[config.mk]
export PLATFORM = sky130hd
export DESIGN_NAME = mgmt_phy_regs
export DESIGN_NICKNAME = d
export VERILOG_FILES = /design/src/rtl/mgmt_phy_pkg.sv /design/src/rtl/link_sync.sv /design/src/rtl/phy_reg_file.sv /design/src/rtl/mgmt_phy_regs.sv
export SDC_FILE = /design/constraint.sdc
export NUM_CORES = 1
export LEC_CHECK = 0
export ABC_AREA = 1
export BUFFER_PORTS_ARGS = -buffer_cell sky130_fd_sc_hd__buf_4
export CAP_MARGIN = 30
export CORE_UTILIZATION = 55
export DETAILED_ROUTE_END_ITERATION = 8
export GPL_TIMING_DRIVEN = 1
export MAX_ROUTING_LAYER = met4
export PLACE_DENSITY = 0.77
export SYNTH_ARGS = -nofsm -noshare
export SYNTH_HDL_FRONTEND = slang
export SYNTH_SLANG_ARGS = --single-unit
[constraint.sdc]
create_clock -name clk_i -period 1.5 [get_ports clk_i]
set_input_delay 0.3 -clock clk_i [delete_from_list [all_inputs] [get_ports clk_i]]
set_output_delay 0.3 -clock clk_i [all_outputs]
set_load 0.005 [all_outputs]
[src/rtl/mgmt_phy_pkg.sv]
package mgmt_phy_pkg;
  localparam int REG_W    = 16;
  localparam int NUM_REGS = 16;
  localparam int REG_AW   = $clog2(NUM_REGS);
  localparam int ADDR_W   = 5;

  localparam int IDX_CTRL = 0;
  localparam int IDX_STAT = 1;
  localparam int IDX_ID1  = 2;
  localparam int IDX_ID2  = 3;
  localparam int IDX_ADV  = 4;
  localparam int IDX_LPA  = 5;

  localparam int CTRL_SRST_BIT = 15;
  localparam int STAT_LINK_BIT = 2;

  localparam logic [REG_W-1:0] CTRL_RST    = 16'h1000;
  localparam logic [REG_W-1:0] STAT_BASE   = 16'h7848;
  localparam logic [REG_W-1:0] ADV_RST     = 16'h01E1;
  localparam logic [REG_W-1:0] LPA_UP_OR   = 16'h01E1;
  localparam logic [REG_W-1:0] LPA_DN_AND  = 16'h01FF;
  localparam logic [REG_W-1:0] FOREIGN_RD  = 16'hFFFF;

  typedef struct packed {
    logic wr_ctrl;
    logic rd_stat;
    logic scan;
  } mgmt_cmd_t;

  function automatic logic [REG_W-1:0] base_rst(input int idx);
    case (idx)
      IDX_CTRL: return CTRL_RST;
      IDX_ADV:  return ADV_RST;
      default:  return '0;
    endcase
  endfunction
endpackage

[src/rtl/link_sync.sv]
module link_sync #(
  parameter int STAGES = 2
) (
  input  logic clk_i,
  input  logic rst_ni,
  input  logic async_i,
  output logic sync_o,
  output logic rise_o,
  output logic fall_o
);
  logic [STAGES-1:0] chain_q;
  logic              prev_q;

  always_ff @(posedge clk_i or negedge rst_ni) begin
    if (!rst_ni) begin
      chain_q <= '0;
      prev_q  <= 1'b0;
    end else begin
      chain_q <= {chain_q[STAGES-2:0], async_i};
      prev_q  <= chain_q[STAGES-1];
    end
  end

  assign sync_o = chain_q[STAGES-1];
  assign rise_o = sync_o & ~prev_q;
  assign fall_o = ~sync_o & prev_q;
endmodule

[src/rtl/phy_reg_file.sv]
module phy_reg_file import mgmt_phy_pkg::*; #(
  parameter logic [REG_W-1:0] ID_HI = 16'h2000,
  parameter logic [REG_W-1:0] ID_LO = 16'h5C90
) (
  input  logic              clk_i,
  input  logic              rst_ni,
  input  logic              wr_en_i,
  input  logic [ADDR_W-1:0] wr_addr_i,
  input  logic [REG_W-1:0]  wr_data_i,
  input  logic              link_i,
  input  logic              link_rise_i,
  input  logic              link_fall_i,
  input  logic [ADDR_W-1:0] rd_addr_i,
  output logic [REG_W-1:0]  rd_data_o
);
  logic [REG_W-1:0] regs [NUM_REGS];
  logic             soft_rst;

  assign soft_rst = wr_en_i && (wr_addr_i == ADDR_W'(IDX_CTRL)) && wr_data_i[CTRL_SRST_BIT];

  for (genvar i = 0; i < NUM_REGS; i++) begin : g_reg
    if (i == IDX_STAT) begin : g_stat
      logic [REG_W-1:0] stat_w;
      always_comb begin
        stat_w = STAT_BASE;
        stat_w[STAT_LINK_BIT] = link_i;
      end
      assign regs[i] = stat_w;
    end else if (i == IDX_ID1) begin : g_id1
      assign regs[i] = ID_HI;
    end else if (i == IDX_ID2) begin : g_id2
      assign regs[i] = ID_LO;
    end else begin : g_rw
      logic [REG_W-1:0] q, d;
      logic             hit;
      assign hit = wr_en_i && (wr_addr_i == ADDR_W'(i));
      always_comb begin
        d = q;
        if (hit) d = wr_data_i;
        if (i == IDX_LPA) begin
          if (link_rise_i) d = d | LPA_UP_OR;
          if (link_fall_i) d = d & LPA_DN_AND;
        end
        if (soft_rst) begin
          d = base_rst(i);
          if (i == IDX_LPA && link_i) d = LPA_UP_OR;
        end
      end
      always_ff @(posedge clk_i or negedge rst_ni) begin
        if (!rst_ni) q <= base_rst(i);
        else         q <= d;
      end
      assign regs[i] = q;
    end
  end

  assign rd_data_o = (rd_addr_i < ADDR_W'(NUM_REGS)) ? regs[rd_addr_i[REG_AW-1:0]] : '0;


  soft_rst_chk: assert property (@(posedge clk_i) disable iff (!rst_ni)
    soft_rst |=> regs[IDX_CTRL] == CTRL_RST);


  lpa_rise_chk: assert property (@(posedge clk_i) disable iff (!rst_ni)
    link_rise_i |=> (regs[IDX_LPA] & LPA_UP_OR) == LPA_UP_OR);


  adv_store_chk: assert property (@(posedge clk_i) disable iff (!rst_ni)
    (wr_en_i && wr_addr_i == ADDR_W'(IDX_ADV)) |=> regs[IDX_ADV] == $past(wr_data_i));
endmodule

[src/rtl/mgmt_phy_regs.sv]
module mgmt_phy_regs import mgmt_phy_pkg::*; #(
  parameter int               PHY_ADDR    = 1,
  parameter logic [REG_W-1:0] ID_HI       = 16'h2000,
  parameter logic [REG_W-1:0] ID_LO       = 16'h5C90,
  parameter int               SYNC_STAGES = 2
) (
  input  logic              clk_i,
  input  logic              rst_ni,
  input  logic [ADDR_W-1:0] phy_addr_i,
  input  logic [ADDR_W-1:0] reg_addr_i,
  input  logic [REG_W-1:0]  wdata_i,
  input  logic              data_wr_i,
  input  logic              cmd_valid_i,
  input  logic [2:0]        cmd_i,
  input  logic              link_up_i,
  output logic [REG_W-1:0]  rdata_o,
  output logic              link_fail_o
);
  mgmt_cmd_t        cmd;
  logic             phy_hit, wr_en, rd_req;
  logic             link_s, link_rise, link_fall;
  logic [REG_W-1:0] rf_rdata, rdata_q;
  logic             scan_q, fail_q;

  assign cmd     = mgmt_cmd_t'(cmd_i);
  assign phy_hit = (phy_addr_i == ADDR_W'(PHY_ADDR));
  assign wr_en   = phy_hit && (data_wr_i || (cmd_valid_i && cmd.wr_ctrl));
  assign rd_req  = cmd_valid_i && cmd.rd_stat;

  link_sync #(.STAGES(SYNC_STAGES)) i_link_sync (
    .clk_i   (clk_i),
    .rst_ni  (rst_ni),
    .async_i (link_up_i),
    .sync_o  (link_s),
    .rise_o  (link_rise),
    .fall_o  (link_fall)
  );

  phy_reg_file #(.ID_HI(ID_HI), .ID_LO(ID_LO)) i_phy_reg_file (
    .clk_i       (clk_i),
    .rst_ni      (rst_ni),
    .wr_en_i     (wr_en),
    .wr_addr_i   (reg_addr_i),
    .wr_data_i   (wdata_i),
    .link_i      (link_s),
    .link_rise_i (link_rise),
    .link_fall_i (link_fall),
    .rd_addr_i   (reg_addr_i),
    .rd_data_o   (rf_rdata)
  );

  always_ff @(posedge clk_i or negedge rst_ni) begin
    if (!rst_ni) begin
      rdata_q <= '0;
      scan_q  <= 1'b0;
      fail_q  <= 1'b0;
    end else begin
      if (rd_req) rdata_q <= phy_hit ? rf_rdata : FOREIGN_RD;
      if (cmd_valid_i) scan_q <= cmd.scan;
      if (rd_req || scan_q) fail_q <= ~link_s;
    end
  end

  assign rdata_o     = rdata_q;
  assign link_fail_o = fail_q;


  foreign_rd_chk: assert property (@(posedge clk_i) disable iff (!rst_ni)
    (rd_req && !phy_hit) |=> rdata_o == FOREIGN_RD);


  oob_rd_chk: assert property (@(posedge clk_i) disable iff (!rst_ni)
    (rd_req && phy_hit && reg_addr_i >= ADDR_W'(NUM_REGS)) |=> rdata_o == '0);


  rdata_hold_chk: assert property (@(posedge clk_i) disable iff (!rst_ni)
    !rd_req |=> $stable(rdata_o));


  scan_follow_chk: assert property (@(posedge clk_i) disable iff (!rst_ni)
    scan_q |=> link_fail_o == !$past(link_s));
endmodule

==> results of run 1 <==
path summary, 6_finish.rpt:
path                                                               start                                            end  slack, ps  cells past startpoint
min reg2reg                             i_link_sync.chain_q[0]$_DFF_PN0_               i_link_sync.chain_q[1]$_DFF_PN0_        370                      0
min                                                           wdata_i[5]  i_phy_reg_file.g_reg[4].g_rw.q[5]$_DFFE_PN1P_         10                      3
max                        i_phy_reg_file.g_reg[4].g_rw.q[8]$_DFFE_PN1P_                         rdata_o[8]$_DFFE_PN0P_        110                      9
min in group asynchronous                                         rst_ni                         rdata_o[6]$_DFFE_PN0P_        290                      2
max in group asynchronous                                         rst_ni  i_phy_reg_file.g_reg[4].g_rw.q[8]$_DFFE_PN1P_        620                      3
max reg2reg                i_phy_reg_file.g_reg[4].g_rw.q[8]$_DFFE_PN1P_                         rdata_o[8]$_DFFE_PN0P_        110                      9
cell families (layout without fill, tap and decap cells):
family,Yosys count,in the layout,share of synthesized area
AO/OA/AOI/OAI,288,288,0.151
buffers and inverters,139,279,0.0615
flip-flops,229,229,0.547
AND/OR/NAND/NOR,640,640,0.241
layer usage:
metal / vias to the layer above / GRT usage
met5: - / -
met4: 0 / 0.136
met3: 84 / 0.0708
met2: 384 / 0.533
met1: 4536 / 0.396
li1: 4461 / -
per-stage QoR:
stage / total power [mW] / hold WS (ps)
2_1_floorplan: 7.08 / 4.41
3_3_place_gp: 7.71 / 233
3_5_place_dp: 7.74 / 237
4_1_cts: 14.2 / 0.241
5_1_grt: 14.6 / 5.83
6_report: 14.1 / 12.2
worst reg2reg max path: cells and delay by family, from the launching register on:
| kind | cells | cell delay, ps |
|---|---|---|
| AOI/OAI and AO/OA | 3 | 330 |
| buffers and inverters | 2 | 200 |
| DFF | 1 | 510 |
| and+or+nand+nor | 4 | 260 |
where the power goes:
| group | leakage (nW) | switching, mW | total (mW) | internal (mW) |
|---|---|---|---|---|
| clock | 0.440 | 2.44 | 6.44 | 4.00 |
| combinational | 3.11 | 0.713 | 1.17 | 0.458 |
| sequential | 2.99 | 0.109 | 6.49 | 6.38 |
flip-flops by register name (all words and copies together), names as in the netlist:
| name | flops |
|---|---|
| link_fail_o | 1 |
| i_link_sync.prev_q | 1 |
| rdata_o | 16 |
| i_link_sync.chain_q | 2 |
| scan_q | 1 |
| i_phy_reg_file.g.g_rw.q | 208 |
repair_timing:
| action | CTS | global route |
|---|---|---|
| endpoints found under the hold margin | 37 | 0 |
| resized for setup | 0 | 8 |
| setup endpoints to repair | 0 | 11 |
| hold buffers | 4 | 0 |
cell type report:
class,count,share of cell area
clock inverter,9,0.00979
tap,234,0.0225
inverter,55,0.0162
multi-input combinational,928,0.319
sequential,229,0.440
clock buffer,35,0.0578
timing repair buffer,180,0.135
synth_stat cells:
library cell,instances
nor2_2,4
nand2_2,4
a22oi_1,48
dfstp_2,6
a31oi_1,2
inv_1,45
o22ai_1,1
clkbuf_2,6
nand2_4,1
clkinv_1,1
a21oi_1,18
nand3_1,23
nor2_1,46
buf_1,3
buf_4,3
a32oi_1,1
nand4_2,1
o21ai_2,4
clkbuf_1,38
buf_2,24
nand4_1,17
nand3_2,1
buf_6,10
o211ai_1,2
inv_2,9
o21ai_0,178
nand2_1,541
o21ai_1,34
nor3_2,1
dfrtp_1,223
nand3b_1,1
==> flow_summary.ini, run 1 <==
[logic_synthesis]
synthTopCellsByArea = dfrtp_1, nand2_1, o21ai_0, a22oi_1, nor2_1
synth_fp_nets = 1330
seq_cells_post_synth = 229
synthesis.yosys.warnings = 0
synth.distinct_cells = 31
postSynthCellCount = 1296
yosys.area.top_type = dfrtp_1
ys_seq_area_frac = 0.547
synth_top_area_frac = 0.532
avg_cell_area_syn_um2 = 8.10
syn_area_mm2 = 0.0105

[drt]
via_per_inst = 5.67
routed-wl-met3_um = 2460
top_layer = met4
route.detailed.wl_per_inst_um = 17.9
detail-route-antenna-nets = 0
route.detailed.drc = 0
detail_route_met2_wl_um = 14500
drt-met1-wl_um = 11800
vias = 9465
postRouteWirelength_um = 29900
dr.first_iter.drc_count = 847
firstDrtPassIters = 6

[worst_setup_path]
worst_path_max_delay_cell = dfstp_2
crit_path_max_fanout = 2
worst-path-buf-inv = 2
cpLargestDelayFamily = flip-flops
crit_path_max_incr_delay_ps = 510
critical_path_arrival_ps = 1820
cpMostUsedCell = nand2_1
setup.worst_path.end_class = flip-flop
cells_along_the_critical_path = inv_1, o21ai_2, nand2_1, nand2_1, nand2_1, nand2_1, o21ai_0, buf_4, a21oi_1
start_kind = flip-flop
critPathKind = flip-flop to flip-flop
required_ps = 1930

[sta]
setup_viol = 0
timing.final.ws_setup_ps = 115
timing_hold_violations_final = 0
max_freq_ghz = 0.722
post-route-min-period_ps = 1390
total_negative_slack_ps = 0
final.period_utilization = 0.924
tightest_slew_ps = 639
rsz_0062_raised_after_global_routing = false
final-max-slew-violation-count = 0
max-slew-margin-rel = 0.574
fin_clk_skew_ps = 6.05

[die]
die-area_mm2 = 0.0196
start_util = 0.561
core_area_mm2 = 0.0187
die_w_um = 140
top_level_ports = 51
chip_height_um = 140
num_rows = 50

[finish]
layout.nets = 1452
final_core_utilization = 0.697
mostFrequentLayoutCell = nand2_1
fillers = 1445
mostFrequentLayoutCells = nand2_1, dfrtp_1, o21ai_0
multi_input_area_mm2 = 0.00416
syn_to_final_growth_pct = 24.2
postLayoutCellArea_mm2 = 0.0130
ff_latch_area_mm2 = 0.00574
antennaDiodeCount = 0
finalNonFillerCells = 1670
post_route_cells_drive_above_1_share = 0.181

[global_routing]
grt.overflow.total = 0
grt_start_max_net_pins = 44
wire_length_of_the_first_global_routing_pass_um = 48600
grt_usage = 0.327
grt_antenna_before_repair = 0
first_global_vias = 9542

[placed_design]
placed_cells_incl_taps = 1622
routabilityCongestion = 0.915
place.port_buffers = 50
detailed_place_hpwl_um = 20200
placed_area_mm2 = 0.0121
detailedPlace.worstSlack_ps = -390

[power]
ir_drop_uv = 1110
power.static_leakage_nw = 6.54
cellPowerDensity_mw_per_mm2 = 1080

[cts]
postCtsSetupBuffers = 0
cts.path.max_buffers = 3
cts_tree = built
clk_latency_ps = 510
cts-buffers-inserted = 24
root_buffer = clkbuf_16
worst_path_clk_slew_ps = 60
cts_htree_levels = 1
clock_sinks = 229

[run_status]
outcome = finished, final reports clean

[hold_path]
worst_hold_path_type = primary input to flip-flop

[run]
cap_violations = 0
No activity file was read; power rests on OpenSTA's default activity.
==> run 2: changes to the inputs <==
- MAX_ROUTING_LAYER: met4 -> default
==> run 2 against run 1 <==
Die area unchanged. Clock-buffer cell count rose by 5. Flip-flop and latch count unchanged.
==> flow_summary.ini, run 2 (same netlist as run 1, synthesis figures left out) <==
[run_status]
outcome = finished, final reports clean

[sta]
fin_hold_ws_ps = 15.7
max_freq_ghz = 0.711
final-max-slew-violation-count = 0
tightest_slew_ps = 605
total_negative_slack_ps = 0
post-route-min-period_ps = 1410
rsz_0062_raised_after_global_routing = false
final.period_utilization = 0.938
max-slew-margin-rel = 0.596
fin_clk_skew_ps = 17.6
timing_hold_violations_final = 0
setup_viol = 0

[drt]
vias = 9504
detail-route-antenna-nets = 0
postRouteWirelength_um = 29300
firstDrtPassIters = 5
route.detailed.wl_per_inst_um = 17.6
via_per_inst = 5.71
dr.first_iter.drc_count = 754
route.detailed.drc = 0

[global_routing]
wire_length_of_the_first_global_routing_pass_um = 47900
grt_antenna_before_repair = 0
grt_start_max_net_pins = 57
grt_usage = 0.310
grt.overflow.total = 0
first_global_vias = 9347

[finish]
syn_to_final_growth_pct = 22.5
mostFrequentLayoutCell = nand2_1
regMostFlops = i_phy_reg_file.g.g_rw.q
layout.nets = 1450
post_route_cells_drive_above_1_share = 0.170
fillers = 1440
largest_reg_flops = 208
antennaDiodeCount = 0
mostFrequentLayoutCells = nand2_1, dfrtp_1, o21ai_0

[worst_setup_path]
crit_path_max_incr_delay_ps = 270
worst_path_max_delay_cell = buf_4
cpLargestDelayFamily = buffers and inverters
setup.worst_path.end_class = flip-flop
required_ps = 1940
cpMostUsedCell = nand2_1
critPathKind = primary input to flip-flop
worst-path-buf-inv = 5
cells_along_the_critical_path = buf_4, inv_1, nand2_1, inv_1, buf_4, buf_4, nand2_1, nand3b_1, nand2_1, nand3_1, nand2_1, a21oi_1
critical_path_arrival_ps = 1850
crit_path_max_fanout = 11
start_kind = primary input
r2r_slack_ps = 140

[placed_design]
routabilityCongestion = 0.912
place.port_buffers = 50
detailed_place_hpwl_um = 20100

[cts]
cts-buffers-inserted = 25
clock_sinks = 229
root_buffer = clkbuf_16
worst_path_clk_slew_ps = 60
clk_latency_ps = 530
cts_htree_levels = 1
cts_tree = built
postCtsSetupBuffers = 0
cts.path.max_buffers = 3

[power]
ir_drop_uv = 867
cellPowerDensity_mw_per_mm2 = 1040
power.static_leakage_nw = 6.45
design_power_total_mw = 13.3

[die]
top_level_ports = 51
num_rows = 50
start_util = 0.561
die-area_mm2 = 0.0196
die_w_um = 140
core_area_mm2 = 0.0187
chip_height_um = 140

[run]
cap_violations = 0

[hold_path]
worst_hold_path_type = primary input to flip-flop
==> run 2: cell count changes in the layout (fill, tap and decap cells not counted), sizes merged <==
| cell | previous run | this run |
|---|---|---|
| bufinv | 3 | 0 |
| clkbuf | 35 | 40 |
| buf | 176 | 173 |
| clkinv | 7 | 2 |
| inv | 54 | 55 |
==> run 2: routing by layer <==
metal  track usage  vias up  part of all wire
met2         0.507      407              0.48
met5             0        -                 0
li1              -     4446                 -
met4         0.127        0             0.033
met3        0.0465       73             0.069
met1         0.418     4578              0.42
==> run 2: layout make-up <==
cell class | count | area (µm²) | share of cell area
repair buffers | 177 | 1720 | 0.134
inverters | 55 | 206 | 0.0161
multi-input cells | 928 | 4160 | 0.323
well taps | 234 | 293 | 0.0228
clock inverters | 2 | 13.8 | 0.00107
flip-flops and latches | 229 | 5740 | 0.446
clock buffers | 40 | 732 | 0.0569
==> run 2: where the power goes <==
group / internal, mW / leakage (nW) / switching [mW]
sequential: 6.38 / 2.99 / 0.111
clock: 3.31 / 0.364 / 2.39
combinational: 0.449 / 3.09 / 0.705
==> run 2: final timing paths <==
kind                                                               start                                        endpoint  cells past startpoint
setup / recovery                                           reg_addr_i[1]                         rdata_o[10]$_DFFE_PN0P_                     12
hold / removal                                                wdata_i[5]   i_phy_reg_file.g_reg[4].g_rw.q[5]$_DFFE_PN1P_                      3
setup reg to reg           i_phy_reg_file.g_reg[4].g_rw.q[8]$_DFFE_PN1P_                          rdata_o[8]$_DFFE_PN0P_                      9
hold reg to reg                         i_link_sync.chain_q[0]$_DFF_PN0_                i_link_sync.chain_q[1]$_DFF_PN0_                      0
max in group asynchronous                                         rst_ni   i_phy_reg_file.g_reg[4].g_rw.q[8]$_DFFE_PN1P_                      3
min in group asynchronous                                         rst_ni  i_phy_reg_file.g_reg[11].g_rw.q[0]$_DFFE_PN0P_                      2
==> run 2: metrics by stage <==
stage,setup WS (ps),area [µm²],cells,utilization
floorplan,-58.5,10600,1296,-
global placement,-360,12100,1619,0.645
detailed placement,-372,12100,1619,0.645
CTS,81.0,12900,1665,0.687
global route,13.1,12900,1665,0.687
finish,92.9,12900,1665,0.687
==> run 2: what timing repair did <==
item | CTS | global route
setup endpoints to repair | 0 | 1
hold endpoints to repair | 38 | 0
hold buffers | 4 | 0
gates resized for setup | 0 | 1
==> run 2: worst min-delay path, cell delays in order <==
cell and delay (ps):
buf_4 100, nand2_1 50, nand3_1 60
==> run 3: changes to the inputs <==
- CELL_PAD_IN_SITES_DETAIL_PLACEMENT: default -> 1
- CELL_PAD_IN_SITES_GLOBAL_PLACEMENT: default -> 1
- CORE_UTILIZATION: 55 -> 46
- PLACE_DENSITY: 0.77 -> 0.83
==> run 3 against run 2 <==
Core utilization down 8.8 points. Design area up 3.0%. Hold slack better by 17 ps. Sequential share of layout area down 1.3 points. Highest routed layer unchanged.
==> flow_summary.ini, run 3 (same netlist as run 1, synthesis figures left out) <==
[run_status]
outcome = finished, final reports clean

[global_routing]
first_global_vias = 11125
grt.overflow.total = 0
grt_antenna_before_repair = 0
grt_start_max_net_pins = 60
grt_usage = 0.348
wire_length_of_the_first_global_routing_pass_um = 62900

[sta]
setup_viol = 0
final-max-slew-violation-count = 0
timing_hold_violations_final = 0
fin_clk_skew_ps = 22.4
max-slew-margin-rel = 0.685
fin_hold_ws_ps = 32.4
max_freq_ghz = 0.690
tightest_slew_ps = 468
final.period_utilization = 0.966
rsz_0062_raised_after_global_routing = false
post-route-min-period_ps = 1450

[die]
start_util = 0.475
core_area_mm2 = 0.0221
die_w_um = 153
chip_height_um = 153
num_rows = 54
top_level_ports = 51
die-area_mm2 = 0.0234

[worst_setup_path]
start_kind = primary input
cells_along_the_critical_path = buf_4, nor2_4, nand4_1, nor2_4, buf_4, nand2_1, buf_4, o21ai_0
cpMostUsedCell = buf_4
crit_path_max_incr_delay_ps = 410
critical_path_arrival_ps = 1840
required_ps = 1900
critPathKind = primary input to flip-flop
crit_path_max_fanout = 9
worst_path_max_delay_cell = o21ai_0
r2r_slack_ps = 130
setup.worst_path.end_class = flip-flop

[finish]
post_route_cells_drive_above_1_share = 0.181
syn_to_final_growth_pct = 26.2
layout.nets = 1471
final_core_utilization = 0.600
largest_reg_flops = 208
antennaDiodeCount = 0
mostFrequentLayoutCells = nand2_1, dfrtp_1, o21ai_0
mostFrequentLayoutCell = nand2_1
regMostFlops = i_phy_reg_file.g.g_rw.q

[drt]
dr.first_iter.drc_count = 783
detail-route-antenna-nets = 0
via_per_inst = 5.84
postRouteWirelength_um = 39400
route.detailed.drc = 0
firstDrtPassIters = 5
vias = 10137
route.detailed.wl_per_inst_um = 22.7

[cts]
cts_tree = built
cts-buffers-inserted = 26
worst_path_clk_slew_ps = 70
cts_htree_levels = 1
clk_latency_ps = 550
cts.path.max_buffers = 3
clock_sinks = 229
root_buffer = clkbuf_16

[placed_design]
detailed_place_hpwl_um = 24800
routabilityCongestion = 0.867
place.port_buffers = 50

[hold_path]
worst_hold_path_type = primary input to flip-flop

[power]
power.static_leakage_nw = 6.61
ir_drop_uv = 657
cellPowerDensity_mw_per_mm2 = 1050

[run]
cap_violations = 0
==> run 3: cell types whose count changed in the layout (fill, tap and decap cells not counted), sizes merged <==
| cell | change |
|---|---|
| clkbuf | +5 |
| clkinv | +1 |
| buf | +17 |
| inv | -1 |
| dlygate4sd3 | +3 |
==> run 3: stage by stage <==
step           TNS (ps)  power, mW  instances  worst slack [ps]  instance area [µm²]
2_1_floorplan     -1400       7.08       1296             -58.5                10600
3_3_place_gp     -62590       7.80       1681              -352                12400
3_5_place_dp     -76560       7.85       1681              -457                12400
4_1_cts               0       14.0       1735              76.7                13200
5_1_grt               0       14.3       1736            0.0231                13200
6_report              0       13.9       1736              51.2                13200
==> run 3: report_power, final <==
part           internal, mW  switching, mW  leakage [nW]
clock                  3.51           2.57         0.390
sequential             6.38          0.123          2.99
combinational         0.507          0.809          3.22
total                  10.4           3.50          6.61
==> run 3: path summary, 6_finish.rpt <==
path                                                       start                                              to  cells past startpoint
max in group asynchronous                                 rst_ni  i_phy_reg_file.g_reg[11].g_rw.q[1]$_DFFE_PN0P_                      3
worst min register to register  i_link_sync.chain_q[0]$_DFF_PN0_                i_link_sync.chain_q[1]$_DFF_PN0_                      0
min in group asynchronous                                 rst_ni   i_phy_reg_file.g_reg[0].g_rw.q[9]$_DFFE_PN0P_                      2
worst min-delay path                                 wdata_i[13]  i_phy_reg_file.g_reg[5].g_rw.q[13]$_DFFE_PN0P_                      3
worst max-delay path                               phy_addr_i[4]   i_phy_reg_file.g_reg[0].g_rw.q[4]$_DFFE_PN0P_                      8
worst max register to register  i_link_sync.chain_q[1]$_DFF_PN0_  i_phy_reg_file.g_reg[5].g_rw.q[10]$_DFFE_PN0P_                      5
==> run 3: what timing repair did <==
action	4_1_cts	5_1_grt
pin swaps	0	1
resized for setup	2	13
cloned	0	0
endpoints found under the hold margin	182	0
hold buffers	7	0
buffers inserted	0	1
endpoints found under the setup margin	2	21
==> run 3: worst max-delay path: cells and delay by family <==
| family | cells | cell delay, ps |
|---|---|---|
| AND/OR/NAND/NOR | 4 | 600 |
| AO/OA/AOI/OAI | 1 | 410 |
| buffers and inverters | 3 | 530 |
==> run 3: routing by layer <==
metal | wire length (µm) | global-route usage | vias to the layer above
li1 | - | - | 4498
met1 | 16300 | 0.453 | 5091
met3 | 2260 | 0.0408 | 142
met2 | 18800 | 0.581 | 406
met5 | 0 | 0 | -
met4 | 1930 | 0.170 | 0
==> run 3: final cells by class <==
| class | instances | area (µm²) |
|---|---|---|
| multi-input cells | 928 | 4160 |
| repair buffers | 197 | 1980 |
| well taps | 280 | 350 |
| clock inverters | 2 | 21.3 |
| fillers | 2614 | 8840 |
| inverters | 55 | 211 |
| flip-flops and latches | 229 | 5740 |
| clock buffers | 45 | 782 |
